### src/rtl/bbs_pkg.sv
package bbs_pkg;
  localparam int unsigned BBS_LANES  = 8;
  localparam int unsigned BBS_LANE_W = 72;
  localparam int unsigned BBS_BYTE_W = 8;
  localparam int unsigned BBS_COL_W  = 10;

  function automatic int unsigned bbs_bytes_per_lane(input int unsigned lane_w,
                                                     input int unsigned byte_w);
    return lane_w / byte_w;
  endfunction
endpackage

### src/rtl/bbs_beat_ctrl.sv
module bbs_beat_ctrl #(
  parameter int unsigned LANES = 8,
  localparam int unsigned IDX_W = $clog2(LANES)
) (
  input  logic             clk,
  input  logic             rst_n,
  input  logic             load,
  input  logic             beat_en,
  output logic             accept,
  output logic             drop,
  output logic             step,
  output logic             last,
  output logic             busy,
  output logic [IDX_W-1:0] idx
);
  logic             busy_q, busy_d;
  logic [IDX_W-1:0] idx_q, idx_d;

  always_comb begin
    accept = load & ~busy_q;
    drop   = load & busy_q;
    step   = busy_q & beat_en;
    last   = step & (idx_q == IDX_W'(LANES - 1));
    busy_d = busy_q;
    idx_d  = idx_q;
    if (accept) begin
      busy_d = 1'b1;
      idx_d  = '0;
    end else if (step) begin
      idx_d = idx_q + 1'b1;
      if (last) busy_d = 1'b0;
    end
  end

  always_ff @(posedge clk or negedge rst_n) begin
    if (!rst_n) begin
      busy_q <= 1'b0;
      idx_q  <= '0;
    end else begin
      busy_q <= busy_d;
      idx_q  <= idx_d;
    end
  end

  assign busy = busy_q;
  assign idx  = idx_q;
endmodule

### src/rtl/bbs_hold_reg.sv
module bbs_hold_reg #(
  parameter int unsigned W = 8
) (
  input  logic         clk,
  input  logic         rst_n,
  input  logic         en,
  input  logic [W-1:0] d,
  output logic [W-1:0] q
);
  logic [W-1:0] q_r, q_d;

  always_comb q_d = en ? d : q_r;

  always_ff @(posedge clk or negedge rst_n) begin
    if (!rst_n) q_r <= '0;
    else        q_r <= q_d;
  end

  assign q = q_r;
endmodule

### src/rtl/bbs_lane_pick.sv
module bbs_lane_pick #(
  parameter int unsigned LANES = 8,
  parameter int unsigned W     = 72,
  localparam int unsigned IDX_W = $clog2(LANES)
) (
  input  logic [LANES*W-1:0] word,
  input  logic [IDX_W-1:0]   sel,
  output logic [W-1:0]       lane
);
  logic [W-1:0] lanes [LANES];

  for (genvar k = 0; k < LANES; k++) begin : g_lane
    assign lanes[k] = word[k*W +: W];
  end

  assign lane = lanes[sel];
endmodule

### src/rtl/burst_beat_serializer.sv
module burst_beat_serializer
  import bbs_pkg::*;
#(
  parameter int unsigned LANES  = BBS_LANES,
  parameter int unsigned LANE_W = BBS_LANE_W,
  parameter int unsigned BYTE_W = BBS_BYTE_W,
  parameter int unsigned COL_W  = BBS_COL_W,
  localparam int unsigned IDX_W  = $clog2(LANES),
  localparam int unsigned NBYTES = bbs_bytes_per_lane(LANE_W, BYTE_W),
  localparam int unsigned WORD_W = LANES * LANE_W,
  localparam int unsigned MASK_W = LANES * NBYTES
) (
  input  logic              clk,
  input  logic              rst_n,
  input  logic              beat_en,
  input  logic              load,
  input  logic [COL_W-1:0]  base_col,
  input  logic [WORD_W-1:0] wide_data,
  input  logic [MASK_W-1:0] wide_mask,
  output logic              busy,
  output logic              load_drop,
  output logic              beat_valid,
  output logic              beat_last,
  output logic [COL_W-1:0]  beat_col,
  output logic [LANE_W-1:0] beat_data,
  output logic [NBYTES-1:0] beat_wen
);
  logic             accept, step;
  logic [IDX_W-1:0] idx;
  logic [WORD_W-1:0] data_q;
  logic [MASK_W-1:0] mask_q;
  logic [COL_W-IDX_W-1:0] blk_q;
  logic [NBYTES-1:0] mask_lane;

  bbs_beat_ctrl #(.LANES(LANES)) u_ctrl (
    .clk(clk), .rst_n(rst_n), .load(load), .beat_en(beat_en),
    .accept(accept), .drop(load_drop), .step(step), .last(beat_last),
    .busy(busy), .idx(idx)
  );

  bbs_hold_reg #(.W(WORD_W)) u_data (
    .clk(clk), .rst_n(rst_n), .en(accept), .d(wide_data), .q(data_q)
  );

  bbs_hold_reg #(.W(MASK_W)) u_mask (
    .clk(clk), .rst_n(rst_n), .en(accept), .d(wide_mask), .q(mask_q)
  );

  bbs_hold_reg #(.W(COL_W-IDX_W)) u_base (
    .clk(clk), .rst_n(rst_n), .en(accept), .d(base_col[COL_W-1:IDX_W]), .q(blk_q)
  );

  bbs_lane_pick #(.LANES(LANES), .W(LANE_W)) u_dpick (
    .word(data_q), .sel(idx), .lane(beat_data)
  );

  bbs_lane_pick #(.LANES(LANES), .W(NBYTES)) u_mpick (
    .word(mask_q), .sel(idx), .lane(mask_lane)
  );

  assign beat_valid = step;
  assign beat_col   = {blk_q, idx};
  assign beat_wen   = ~mask_lane;
endmodule

### config.mk
export PLATFORM = sky130hd
export DESIGN_NAME = burst_beat_serializer
export DESIGN_NICKNAME = d
export VERILOG_FILES = /design/src/rtl/bbs_pkg.sv /design/src/rtl/bbs_beat_ctrl.sv /design/src/rtl/bbs_hold_reg.sv /design/src/rtl/bbs_lane_pick.sv /design/src/rtl/burst_beat_serializer.sv
export SDC_FILE = /design/constraint.sdc
export NUM_CORES = 2
export LEC_CHECK = 0
export CORE_AREA = 3 3 296 298
export CTS_CLUSTER_DIAMETER = 50
export CTS_CLUSTER_SIZE = 8
export DETAILED_ROUTE_END_ITERATION = 16
export DIE_AREA = 0 0 299 301
export GPL_TIMING_DRIVEN = 0
export PLACE_DENSITY = 0.6
export SYNTH_ARGS = -nofsm -noshare
export SYNTH_HDL_FRONTEND = slang
export SYNTH_HIERARCHICAL = 1
export SYNTH_SLANG_ARGS = --single-unit
### constraint.sdc
create_clock -name clk -period 7.1 [get_ports clk]
set_clock_uncertainty 0.1 [all_clocks]
set_input_delay 2.13 -clock clk [delete_from_list [all_inputs] [get_ports clk]]
set_output_delay 2.13 -clock clk [all_outputs]
set_load 0.05 [all_outputs]
==> run_results.csv <==
group,metric,value,unit
worst_setup_path,reg2reg_start,"u_ctrl/busy$_DFFE_PN0P_",
clock_network,clk-insertion-delay-late,0.64,ns
timing,period_share,85.7,%
final_layout,mostFrequentLayoutCells,"752 x clkdlybuf4s50_1, 659 x dfrtp_1, 599 x mux2_2",
status,outcome,"finished, final reports clean",
clock_network,cts-htree-levels,3,
synth,mappedNetlistArea,0.0304,sq mm
synth,ys_seq_elements,659,
clock_network,cts_sinks,659,
worst_setup_path,critical_path_peak_fanout,5,
synth,gate_count_after_technology_mapping,1698,
worst_setup_path,timing.critical_path.cells,"clkdlybuf4s50_1, and3_1, clkdlybuf4s50_1",
clock_network,cts_tree,"built",
worst_setup_path,timing.critical_path.slowest_stage_cell,"clkdlybuf4s50_1",
worst_setup_path,critPathKind,"primary input to output port",
floorplan,core-area,0.0851,sq mm
final_layout,seq_area,0.0165,sq mm
drt,drc_errors,0,
final_layout,drive_gt1_share,43.0,%
clock_network,cts_buffer_depth,3,
final_layout,layout-area-overhead-vs-synth,40.8,%
final_layout,post_layout_nonfiller_instances,3813,
timing,report.final.hold_viol_count,0,
timing,layout_min_cycle_time,6.09,ns
final_layout,fill_cells,7284,
clock_network,post_cts.resized_instances,0,
floorplan,die_w,299,um
drt,final_routed_wire_length_divided_by_cell_count,27.8,um
synth,avgSynthCellArea,17.9,sq um
floorplan,die_area,0.0900,sq mm
run,reported_max_cap_violation_count,0,
final_layout,fin_util,50.3,%
place,gp_congestion,0.881,
hold_path,worst_min_path_class,"flip-flop to flip-flop",
worst_setup_path,timing.critical_path.required,4.87,ns
worst_setup_path,r2r-end,"u_data/q[136]$_DFFE_PN0P_",
drt,drt_iter0_markers,855,
global_routing,vias_in_the_first_global_route,21600,
final_layout,area_of_the_multi_input_gates,0.0126,sq mm
pwr,power.ir.vdd_worst,439,uV
floorplan,initial_utilization,35.7,%
drt,routed_wl,106000,um
clock_network,clk_root_buffer_cell,"clkbuf_16",
drt,route.vias.total,19300,
worst_setup_path,critical-path-max-stage-delay,0.86,ns
synth,yosysWarnings,6,
timing,rsz0062_at_grt,"false",
pwr,power.static_leakage,17.8,nW
floorplan,floorplan.rows,107,
worst_setup_path,crit_path_capture_type,"output port",
drt,route.antenna.remaining_nets,0,
global_routing,initial_antenna_violation_count,76,
place,placedCellCount,3601,
drt,routed_via_density,5.06,
clock_network,cts_post_setup_buffers_inserted,0,
clock_network,cts_buffers,103,
global_routing,grt_start_max_net_pins,117,
clock_network,clk_pin_slew_worst_paths,0.05,ns
place,port_buffers,753,
place,dp_hpwl,80400,um
global_routing,globalRouteOverflowTotal,0,
synth,yosys.cell_types.count,20,
floorplan,die_y,301,um
global_routing,grt_usage,23.1,%
clock_network,cts_hold_repair.buffers,0,
pwr,power.density_cell_area,509,mW/mm^2
worst_setup_path,regToRegSetupSlack,4.60,ns
timing,totalNegativeSetupSlack,0,ns
timing,relSlewSlack,33.7,%
hold_path,worstHoldEndpoint,"u_mask/q[31]$_DFFE_PN0P_",
worst_setup_path,crit_path_frequent_cell,"clkdlybuf4s50_1",
worst_setup_path,rr_worst_depth,5,
timing,drv_slew,0,
hold_path,hold-path-cell-count,1,
timing,tightest_slew,0.995,ns
drt,drtPass1Iterations,5,
worst_setup_path,cp_data_arrival_time,3.86,ns
final_layout,mostFrequentLayoutCell,"clkdlybuf4s50_1",
synth,yosysSeqAreaShare,54.3,%
worst_setup_path,startpoint_type,"primary input",
synth,synth_nets,2362,
global_routing,wire_length_of_the_first_global_routing_pass,151000,um
final_layout,nets,3226,
hold_path,hold_start,"u_mask/q[31]$_DFFE_PN0P_",
floorplan,io_pins,757,
timing,max_freq,164,MHz
timing,timing.final.setup_violations,0,
## report_power, final
group          internal, mW  leakage [nW]  switching [mW]  total, mW
clock                  2.94          1.52            1.73       4.67
combinational          5.43          8.25            5.07       10.5
sequential             5.63          8.01           0.998       6.63
## area by class of cell
type / count / area share (%)
diodes: 61 / 0.357
plain buffers: 118 / 2.87
clock buffers: 130 / 6.52
clock inverters: 21 / 0.769
inverters: 9 / 0.0789
multi-input cells: 912 / 29.5
flip-flops and latches: 659 / 38.5
well taps: 1144 / 3.34
repair buffers: 759 / 18.0
## worst max-delay path: cells and delay by family
family / cells / cell delay (ns)
buffers and inverters: 2 / 1.49
and+or+nand+nor: 1 / 0.23
## metal layers
metal	global-route usage, %	share of wire (%)
met1	27.1	38
met2	38.6	51
met3	6.73	6.9
met4	11.7	3.5
met5	0	0.16
## registers in the layout, summed over array words and instances, names as in the netlist
| signal | cells |
|---|---|
| u_data/q | 576 |
| u_ctrl/busy | 1 |
| u_mask/q | 72 |
| u_ctrl/idx | 3 |
| u_base/q | 7 |
## how the worst max path moves through the flow
stage,start,slack (ns),cells past startpoint,endpoint
floorplan,beat_en,2.28,1,beat_last
global placement,rst_n,-25.94,1,u_mask/q[22]$_DFFE_PN0P_
detailed placement,beat_en,1.01,3,beat_last
CTS,u_ctrl/idx[2]$_DFFE_PN0P_,0.93,6,beat_data[39]
global route,u_ctrl/idx[2]$_DFFE_PN0P_,0.91,6,beat_data[39]
finish,beat_en,1.01,3,beat_last
## cells in the mapped netlist
master	n	area [sq um]
dfrtp_1	659	16500
mux2_2	599	6750
mux4_2	144	3240
mux2_4	137	2060
buf_6	55	619
buf_2	21	105
mux4_1	18	473
buf_12	15	300
clkbuf_1	12	45.0
clkbuf_8	10	138
inv_1	9	33.8
buf_1	5	18.8
a22o_1	3	26.3
and2_1	2	12.5
ha_1	2	25.0
mux2_1	2	22.5
nor2_1	2	7.51
and3_1	1	6.26
nor2b_1	1	6.26
xor2_1	1	8.76
## through the flow
step	cell area [sq um]	hold WS (ns)	total power, mW	worst slack (ns)
2_1_floorplan	30400	0.372	13.9	2.28
3_3_place_gp	39400	0.384	17.1	-25.94
3_5_place_dp	39500	0.387	17.3	1.01
4_1_cts	42600	0.401	22.1	0.926
6_report	42800	0.397	21.8	1.01
5_1_grt	42800	0.407	22.8	0.913
## kinds of logic (layout without fill, tap and decap cells)
family	Yosys count	in the layout	synth area share [%]
AOI/OAI and AO/OA	3	3	0.0865
DFF	659	659	54.3
xor gates and xnor gates	1	1	0.0288
buffers and inverters	127	1037	4.15
and+or+nand+nor	6	6	0.107
adders and majority gates	2	2	0.0823
muxes	900	900	41.3
other	0	61	0
Power figures use the tool's default switching activity.
